[config.mk]
export PLATFORM = sky130hd
export DESIGN_NAME = act_rate_adapter
export DESIGN_NICKNAME = d
export VERILOG_FILES = /design/src/rtl/act_rate_pkg.sv /design/src/rtl/rate_target_map.sv /design/src/rtl/interval_slewer.sv /design/src/rtl/interval_hold.sv /design/src/rtl/act_rate_adapter.sv
export SDC_FILE = /design/constraint.sdc
export NUM_CORES = 1
export LEC_CHECK = 0
export ABC_AREA = 1
export BUFFER_PORTS_ARGS = -buffer_cell sky130_fd_sc_hd__buf_4
export CAP_MARGIN = 10
export CORE_AREA = 2 2 143 131
export CTS_CLUSTER_DIAMETER = 30
export DETAILED_ROUTE_END_ITERATION = 6
export DIE_AREA = 0 0 145 133
export GPL_TIMING_DRIVEN = 0
export PLACE_DENSITY_LB_ADDON = 0.12
export RECOVER_POWER = 50
export SLEW_MARGIN = 10
export SYNTH_ARGS = -nofsm -noshare
export SYNTH_HDL_FRONTEND = slang
export SYNTH_SLANG_ARGS = --single-unit
[constraint.sdc]
create_clock -name clk -period 1.7 [get_ports clk]
set_input_delay 0.34 -clock clk [delete_from_list [all_inputs] [get_ports clk]]
set_output_delay 0.34 -clock clk [all_outputs]
set_load 0.01 [all_outputs]
[src/rtl/act_rate_pkg.sv]
package act_rate_pkg;
  localparam logic [2:0] LVL_VLOW  = 3'd0;
  localparam logic [2:0] LVL_VHIGH = 3'd6;
  localparam int unsigned LVL_STEPS = 6;

  typedef enum logic [1:0] {
    SLEW_HOLD = 2'd0,
    SLEW_DN   = 2'd1,
    SLEW_UP   = 2'd2
  } slew_dir_e;
endpackage

[src/rtl/rate_target_map.sv]
module rate_target_map
  import act_rate_pkg::*;
#(
  parameter int IW = 12
) (
  input  logic [2:0]    lvl_i,
  input  logic [2:0]    thresh_i,
  input  logic [IW-1:0] lri_i,
  input  logic [IW-1:0] uri_i,
  output logic [IW-1:0] target_o
);
  localparam int PW = IW + 3;

  logic [2:0]    lvl_sat;
  logic [IW-1:0] span;
  logic [PW-1:0] prod;
  logic [IW-1:0] quot;

  always_comb begin
    lvl_sat  = (lvl_i > LVL_VHIGH) ? LVL_VHIGH : lvl_i;
    span     = lri_i - uri_i;
    prod     = PW'(span) * PW'(lvl_sat);
    quot     = IW'(prod / PW'(LVL_STEPS));
    target_o = (lvl_sat > thresh_i) ? (lri_i - quot) : lri_i;
  end
endmodule

[src/rtl/interval_slewer.sv]
module interval_slewer
  import act_rate_pkg::*;
#(
  parameter int IW = 12,
  parameter int TW = 16
) (
  input  logic          clk,
  input  logic          rst_n,
  input  logic          init_i,
  input  logic          tick_i,
  input  logic [IW-1:0] target_i,
  input  logic [IW-1:0] lri_i,
  input  logic [IW-1:0] uri_i,
  input  logic [TW-1:0] react_i,
  input  logic [TW-1:0] recov_i,
  output logic [IW-1:0] cur_o
);
  localparam int AW = TW + 1;

  logic [IW-1:0] cur_q, cur_n;
  logic [AW-1:0] acc_q, acc_n;
  slew_dir_e     dir_q, dir_n;
  logic [AW-1:0] span_ext, base_dn, base_up, sum_dn, sum_up;
  logic [IW-1:0] stepped;

  always_comb begin
    span_ext = AW'(lri_i - uri_i);
    base_dn  = (dir_q == SLEW_DN) ? acc_q : '0;
    base_up  = (dir_q == SLEW_UP) ? acc_q : '0;
    sum_dn   = base_dn + span_ext;
    sum_up   = base_up + span_ext;
    stepped  = cur_q;
    acc_n    = acc_q;
    dir_n    = dir_q;
    if (init_i) begin
      stepped = lri_i;
      acc_n   = '0;
      dir_n   = SLEW_HOLD;
    end else if (tick_i) begin
      if (cur_q > target_i) begin
        dir_n = SLEW_DN;
        if (sum_dn >= AW'(react_i)) begin
          stepped = cur_q - 1'b1;
          acc_n   = sum_dn - AW'(react_i);
        end else begin
          acc_n = sum_dn;
        end
      end else if (cur_q < target_i) begin
        dir_n = SLEW_UP;
        if (sum_up >= AW'(recov_i)) begin
          stepped = cur_q + 1'b1;
          acc_n   = sum_up - AW'(recov_i);
        end else begin
          acc_n = sum_up;
        end
      end else begin
        dir_n = SLEW_HOLD;
        acc_n = '0;
      end
    end
    if (stepped > lri_i)      cur_n = lri_i;
    else if (stepped < uri_i) cur_n = uri_i;
    else                      cur_n = stepped;
  end

  always_ff @(posedge clk or negedge rst_n) begin
    if (!rst_n) begin
      cur_q <= '0;
      acc_q <= '0;
      dir_q <= SLEW_HOLD;
    end else begin
      cur_q <= cur_n;
      acc_q <= acc_n;
      dir_q <= dir_n;
    end
  end

  assign cur_o = cur_q;

  p_no_tick_hold_r10: assert property (@(posedge clk) disable iff (!rst_n)
    (!init_i && !tick_i && $stable(lri_i) && $stable(uri_i)) |=> $stable(cur_q));

  p_unit_step_r5: assert property (@(posedge clk) disable iff (!rst_n)
    (!init_i && tick_i && $stable(lri_i) && $stable(uri_i))
    |=> ((cur_q == $past(cur_q)) || (cur_q == $past(cur_q) + 1'b1) ||
         (cur_q + 1'b1 == $past(cur_q))));

  p_in_range_r7: assert property (@(posedge clk) disable iff (!rst_n)
    !init_i |=> ((cur_q <= $past(lri_i)) && (cur_q >= $past(uri_i))));
endmodule

[src/rtl/interval_hold.sv]
module interval_hold #(
  parameter int IW = 12
) (
  input  logic          clk,
  input  logic          rst_n,
  input  logic          init_i,
  input  logic          strobe_i,
  input  logic [IW-1:0] lri_i,
  input  logic [IW-1:0] cur_i,
  output logic [IW-1:0] out_o
);
  logic [IW-1:0] out_q, out_n;

  always_comb begin
    out_n = out_q;
    if (init_i)        out_n = lri_i;
    else if (strobe_i) out_n = cur_i;
  end

  always_ff @(posedge clk or negedge rst_n) begin
    if (!rst_n) out_q <= '0;
    else        out_q <= out_n;
  end

  assign out_o = out_q;

  p_hold_r8: assert property (@(posedge clk) disable iff (!rst_n)
    (!init_i && !strobe_i) |=> $stable(out_q));

  p_init_load_r1: assert property (@(posedge clk) disable iff (!rst_n)
    init_i |=> (out_q == $past(lri_i)));
endmodule

[src/rtl/act_rate_adapter.sv]
module act_rate_adapter
  import act_rate_pkg::*;
#(
  parameter int IW = 12,
  parameter int TW = 16
) (
  input  logic          clk,
  input  logic          rst_n,
  input  logic          tick_ms,
  input  logic          upd_strobe,
  input  logic [2:0]    act_level,
  input  logic [2:0]    act_thresh,
  input  logic [IW-1:0] lri_ms,
  input  logic [IW-1:0] uri_ms,
  input  logic [TW-1:0] react_ms,
  input  logic [TW-1:0] recov_ms,
  output logic [IW-1:0] interval_ms
);
  logic          rst_meta, rst_i;
  logic          init_q;
  logic          init;
  logic [2:0]    lvl_q, lvl_n;
  logic [IW-1:0] tgt_q, tgt_n;
  logic [IW-1:0] map_tgt;
  logic [IW-1:0] cur;

  always_ff @(posedge clk or negedge rst_n) begin
    if (!rst_n) begin
      rst_meta <= 1'b0;
      rst_i    <= 1'b0;
    end else begin
      rst_meta <= 1'b1;
      rst_i    <= rst_meta;
    end
  end

  assign init = !init_q;

  rate_target_map #(.IW(IW)) u_map (
    .lvl_i    (act_level),
    .thresh_i (act_thresh),
    .lri_i    (lri_ms),
    .uri_i    (uri_ms),
    .target_o (map_tgt)
  );

  always_comb begin
    lvl_n = lvl_q;
    tgt_n = tgt_q;
    if (init) begin
      lvl_n = LVL_VLOW;
      tgt_n = lri_ms;
    end else if (act_level != lvl_q) begin
      lvl_n = act_level;
      tgt_n = map_tgt;
    end
  end

  always_ff @(posedge clk or negedge rst_i) begin
    if (!rst_i) begin
      init_q <= 1'b0;
      lvl_q  <= LVL_VLOW;
      tgt_q  <= '0;
    end else begin
      init_q <= 1'b1;
      lvl_q  <= lvl_n;
      tgt_q  <= tgt_n;
    end
  end

  interval_slewer #(.IW(IW), .TW(TW)) u_slew (
    .clk      (clk),
    .rst_n    (rst_i),
    .init_i   (init),
    .tick_i   (tick_ms),
    .target_i (tgt_q),
    .lri_i    (lri_ms),
    .uri_i    (uri_ms),
    .react_i  (react_ms),
    .recov_i  (recov_ms),
    .cur_o    (cur)
  );

  interval_hold #(.IW(IW)) u_hold (
    .clk      (clk),
    .rst_n    (rst_i),
    .init_i   (init),
    .strobe_i (upd_strobe),
    .lri_i    (lri_ms),
    .cur_i    (cur),
    .out_o    (interval_ms)
  );

  p_level_gate_r2: assert property (@(posedge clk) disable iff (!rst_i)
    (!init && (act_level == lvl_q)) |=> $stable(tgt_q));

  p_level_track_r2: assert property (@(posedge clk) disable iff (!rst_i)
    !init |=> (lvl_q == $past(act_level)));
endmodule

; ---- Word level (Yosys, flattened, before mapping)
; Cells that the tools add are included.
[totals]
regBits = 61
inputBits = 66
word_cells = 62
[op_classes]
mul = 1
addsub = 9
n_eq_ne = 6
mux = 28
n_lt_le_gt_ge = 8
n_div = 1
[ops]
columns = cell, count
row1 = $mux 12, 13
row2 = $mux 17, 8
row3 = $add 17x17->17, 2
row4 = $ge 17x16->1, 2
row5 = $sub 17x16->17, 2
row6 = $gt 12x12->1, 2
row7 = $lt 12x12->1, 2
row8 = $sub 12x12->12, 2
row9 = $div 15x3->15 const B, 1
row10 = $mul 12x3->15, 1
row11 = $sub 12x12->13, 1
row12 = $add 12x1->12 const B, 1
row13 = $sub 12x1->12 const B, 1
row14 = $mux 3, 3
row15 = $mux 2, 4
row16 = $ne 2x2->1 const B, 2
row17 = $gt 3x3->1, 1
row18 = $gt 3x3->1 const B, 1
row19 = $ne 3x3->1, 1
row20 = $eq 2x1->1 const B, 1
row21 = $eq 2x2->1 const B, 1
row22 = $ne 2x1->1 const B, 1

; ---- Logic depth before layout (Yosys ltp)
[depth]
depth_word = 12
mapped_depth = 79
ltp_nobuf = 79

; ---- Hierarchy
; From an unflattened synthesis, not the netlist that was laid out.
[unflattened]
cells_unflattened = 1816
hier_area_um2 = 11441.0
[by_module_without_submodules]
columns = module, n_inst, cells_each, area_each_um2
row1 = interval_slewer, 1, 1144, 7205.7
row2 = rate_target_map, 1, 485, 2722.6
row3 = act_rate_adapter, 1, 121, 952.2
row4 = interval_hold, 1, 66, 560.5

; ---- Least setup slack after synthesis
; Ideal clock, no wire load.
[synth_path]
path_type = input to register
start = input port lri_ms[0]
end = register tgt_q[11]
path_buffers = 0
slack_ps = -6418
stages = 72
setup_time_ps = 130
t_arrival_ps = 7989
cell_sequence = inv_1 ha_1 fa_1 nand3b_1 nand2_1 nand2_1 nand2_1 nand2_1 nand2_2 a21oi_1 o21bai_1 a21oi_1 o21bai_1 nor2_1 nor2_1 inv_1 nor2_1 fa_1 (+36 left out) o21ai_0 and2_1 o21a_1 nor2_1 inv_1 a21oi_1 nor2_1 nor2_1 inv_1 nand2_1 inv_1 nor2_1 nor2_1 nor2_1 a21oi_1 o21ai_0 xor2_1 a21oi_1
[synth_via]
elab_chain_len = 7
[synth_lines]
columns = item, line
row1 = start: declaration, act_rate_adapter.sv:13  ; input logic [IW-1:0] lri_ms,
row2 = $sub 12x12->12, rate_target_map.sv:21  ; span = lri_i - uri_i;
row3 = $mul 12x3->15, rate_target_map.sv:22  ; prod = PW'(span) * PW'(lvl_sat);
row4 = $div 15x3->15, rate_target_map.sv:23  ; quot = IW'(prod / PW'(LVL_STEPS));
row5 = $sub 12x12->12 *, rate_target_map.sv:24  ; target_o = (lvl_sat > thresh_i) ? (lri_i - quot) : lri_i;
row6 = $mux 12 *, rate_target_map.sv:24
row7 = $mux 12 *, act_rate_adapter.sv:53  ; end else if (act_level != lvl_q) begin
row8 = $mux 12 *, act_rate_adapter.sv:50  ; if (init) begin
row9 = end signal: assignment, act_rate_adapter.sv:67  ; tgt_q <= tgt_n;
row10 = end: declaration, act_rate_adapter.sv:23  ; logic [IW-1:0] tgt_q, tgt_n;
; Mark *: on every way between the ends. The rest lies on a longest branch, timed or not. The select of a mux whose other input is x is not followed.
; A chain may end at the register's enable or synchronous reset.

; ---- Worst setup path in the final report
; Ends and elaborated chain as after synthesis.

==> impl_results.md <==
- Clock Skew: roughly 0.015 ns
- Violations in the final reports: negative setup slack
- TritonCTS clock tree: yes
- Leading cell type by number of instances after synthesis: inv_1
- Antenna violations before repair: 0
- Worst vdd ir: 2.93 mV
- Final period util: 537%
- DP HPWL: around 24 mm
- Wire length on met2: 16.3 mm
- Via count normalized by instance count: between 5 and 6
- LEAKAGE: 6.99 nW
- Clock latency on the worst-skew pair: 0.36 ns
- Maximum clock rate: 0.110 GHz
- Run status: complete, but fails checks
- Required time reported for the critical path endpoint: 1.91 ns
- Number of flops mapped to enable cells by yosys: 0
- Final number of max-transition violations: 0
- Number of instances in the synthesized netlist: 1517
- Effective utilization at floorplan: 55.5%
- Pwr dens: 2370 nW/um2
- Number of endpoints failing setup at the final stage: 43
- Hold Crit Depth: 3
- Min setup slack post-route: -7.43 ns
- Buffering stage count on the worst path with inverters included: 11
- Synth async-reset ratio: 100%
- Placement Rows: 47
- Root Buffer Master: clkbuf_16
- Number of buffers added by the clock tree synthesis step: 9
- Avg Synthesized Cell Area: 6.57 um2
- Clk buf depth: 2
- Arrival time of data at the critical path endpoint: roughly 9.3 ns
- Share of the synthesized area in the top cell type: ~17%
- Diode count: 0
- Post-synth design cell area: 9960 um2
- Core Footprint: 17900 um2
- Final Core Density: 76.2%
- Hold/Removal Path Class: primary input to register
- Top cells by instance count after synthesis: inv_1 (285), nand2_1 (281), ha_1 (137), o21ai_0 (128), nor2_1 (109)
- Share of post-route cells with drive strength above 1: a little under a third
- Number of distinct library cells after synthesis: a little over 60
- Cell types occupying the most area after synthesis: ha_1 (17%), dfrtp_1 (15%), inv_1 (11%)
- Area growth syn-to-layout: 37.2%
- CP Class: primary input to register
- Worst Setup Start Kind: primary input
- Register bit total from synthesis: 61
- Clock transition time at the flip-flop clock pins of the worst setup and hold paths: around 0.05 ns
- Sum Neg Setup Slack: -220.95 ns
- Final Hold Fails: 0
- Critical path's top delay family: simple AND/OR/NAND/NOR gates
- Total global routing track utilization: 34.2%
- DRC viols: 0
- Largest fanout on the critical path: 5
- Max_cap viols: 0
- Number of placed I/O pins: 78
- Area leader, netlist: ha_1
- Setup repair after global routing missed its margin: yes
- Relative slew slack: under 10%
- Count of buffers from port buffering: 76
- Last weighted congestion value of the routability-driven placer: 0.966
- Main flop type after synthesis: dfrtp_1
- Min Clock Period, post-route: 9.13 ns
- Number of stages on the worst setup path: 74
- Detail Route met3 WL: around 3.4 mm
- Worst-case reg-to-reg path depth: 45
- Final net count: about 2000
- Most numerous cell on the critical path: nand2_2
- Die Footprint: 19300 um2
- Top routing layer in use: met4
- Final antenna-violating net count: 0
- Portion of the post-synthesis area used by sequential elements: between 10% and 20%
- Clock Sink Count: 61
- Overflow after GRT: 0
- Chip Width: roughly 150 um
- Starting DRT DRC Count: 990
- Metal-1 WL: 14.3 mm
- Clock H-tree levels: 3
- Router iterations before antenna repair: 5
- Cell with the biggest individual delay on the critical path: fa_2
- Final wirelength: about 36 mm
- Wire length of the first global-routing pass: 52.9 mm
- Element type at the critical path end: register
- Vert. Die Dim: 133 um
- Least-Margin Pin Slew: 1.44 ns
- Count of vias placed by the detailed router: roughly 12000
- Detail-routed net length per standard cell: 17.9 um
- Min Hold Slack: roughly 0.22 ns
- Pin count of the biggest net entering global routing: 60
- Max incr delay on CP: 0.38 ns
- Warnings, synthesis: 0
- Vias in the first global route: 10700
[placed cells by master, fill, tap and decap left out, types with 25 or more instances in the layout]
| cell | Yosys | routed |
|---|---|---|
| o21ai_0 | 128 | 64 |
| buf_4 | 1 | 214 |
| ha_1 | 137 | 109 |
| a21oi_2 | 2 | 31 |
| nor2_1 | 109 | 93 |
| nand2_2 | 17 | 63 |
| o21ai_1 | 22 | 64 |
| inv_2 | 4 | 26 |
| nand2_1 | 281 | 227 |
| o21ai_2 | 9 | 30 |
| xor2_1 | 43 | 39 |
| dfrtp_1 | 61 | 58 |
| xnor2_1 | 28 | 26 |
| inv_1 | 285 | 257 |
| nand3_1 | 88 | 63 |
| a21oi_1 | 105 | 75 |
| ha_4 | 0 | 25 |
[power breakdown]
part	switching, mW	internal (mW)
combinational	15.6	12.4
sequential	0.443	1.98
clock	0.776	1.14
[per-stage QoR]
step | worst slack [ns] | total power, mW | std cells | instance area, um2
2_1_floorplan | -6.09 | 16.1 | 1518 | 10400
3_3_place_gp | -7.27 | 19.1 | 1839 | 11300
3_5_place_dp | -7.49 | 19.6 | 1839 | 11300
4_1_cts | -6.77 | 27.5 | 1982 | 13000
5_1_grt | -7.99 | 34.5 | 2003 | 13700
6_report | -7.43 | 32.3 | 2003 | 13700
[path summary, 6_finish.rpt]
check                           startpoint              end  slack, ns
min                           act_level[0]         lvl_q[0]       0.22
max                              lri_ms[0]        tgt_q[11]      -7.43
max in group asynchronous            rst_i  u_slew.cur_o[9]       0.10
min in group asynchronous            rst_n         rst_meta       0.32
max reg2reg                u_slew.dir_q[0]  u_slew.cur_o[5]      -5.60
min reg2reg                       rst_meta            rst_i       0.35
[cell families after synthesis]
logic type,after synthesis,share of synthesized area [%]
adder cells (fa/ha/maj),154,20.6
AND/OR/NAND/NOR,549,23.7
AO/OA/AOI/OAI,353,20.9
XOR/XNOR,75,7.01
other,1,0.0376
buffers and inverters,324,12.3
flip-flops,61,15.3
[cell type report]
| cell class | count | area, um2 |
|---|---|---|
| clock buffers | 9 | 225 |
| well taps | 245 | 307 |
| multi-input cells | 1133 | 8410 |
| fillers | 1328 | 4270 |
| flip-flops and latches | 61 | 1530 |
| repair buffers | 224 | 1730 |
| clock inverters | 7 | 73.8 |
| plain buffers | 32 | 260 |
| inverters | 292 | 1120 |
[registers in the layout, indices dropped and copies added, names as in the netlist]
name / flops
init_q: 1
lvl_q: 3
rst_i: 1
rst_meta: 1
tgt_q: 12
u_hold.out_o: 12
u_slew.acc_q: 17
u_slew.cur_o: 12
u_slew.dir_q: 2
[per-layer routing]
layer / up-vias / GRT usage (%)
met5: - / 0
met4: 0 / 13.0
met3: 153 / 7.97
met2: 613 / 54.4
met1: 5384 / 45.4
li1: 5438 / -
[worst min-delay path: stages]
cell and delay [ns]:
buf_4 0.10, nand2_1 0.05, inv_1 0.04
[repair_timing]
action / in CTS / in global routing
gates resized for setup: 127 / 169
setup buffers: 125 / 33
pin swaps: 79 / 119
gates cloned: 1 / 1
hold buffers: 1 / 0
endpoints found under the setup margin: 54 / 54
hold endpoints to repair: 2 / 0
No activity file was read; power rests on OpenSTA's default activity.
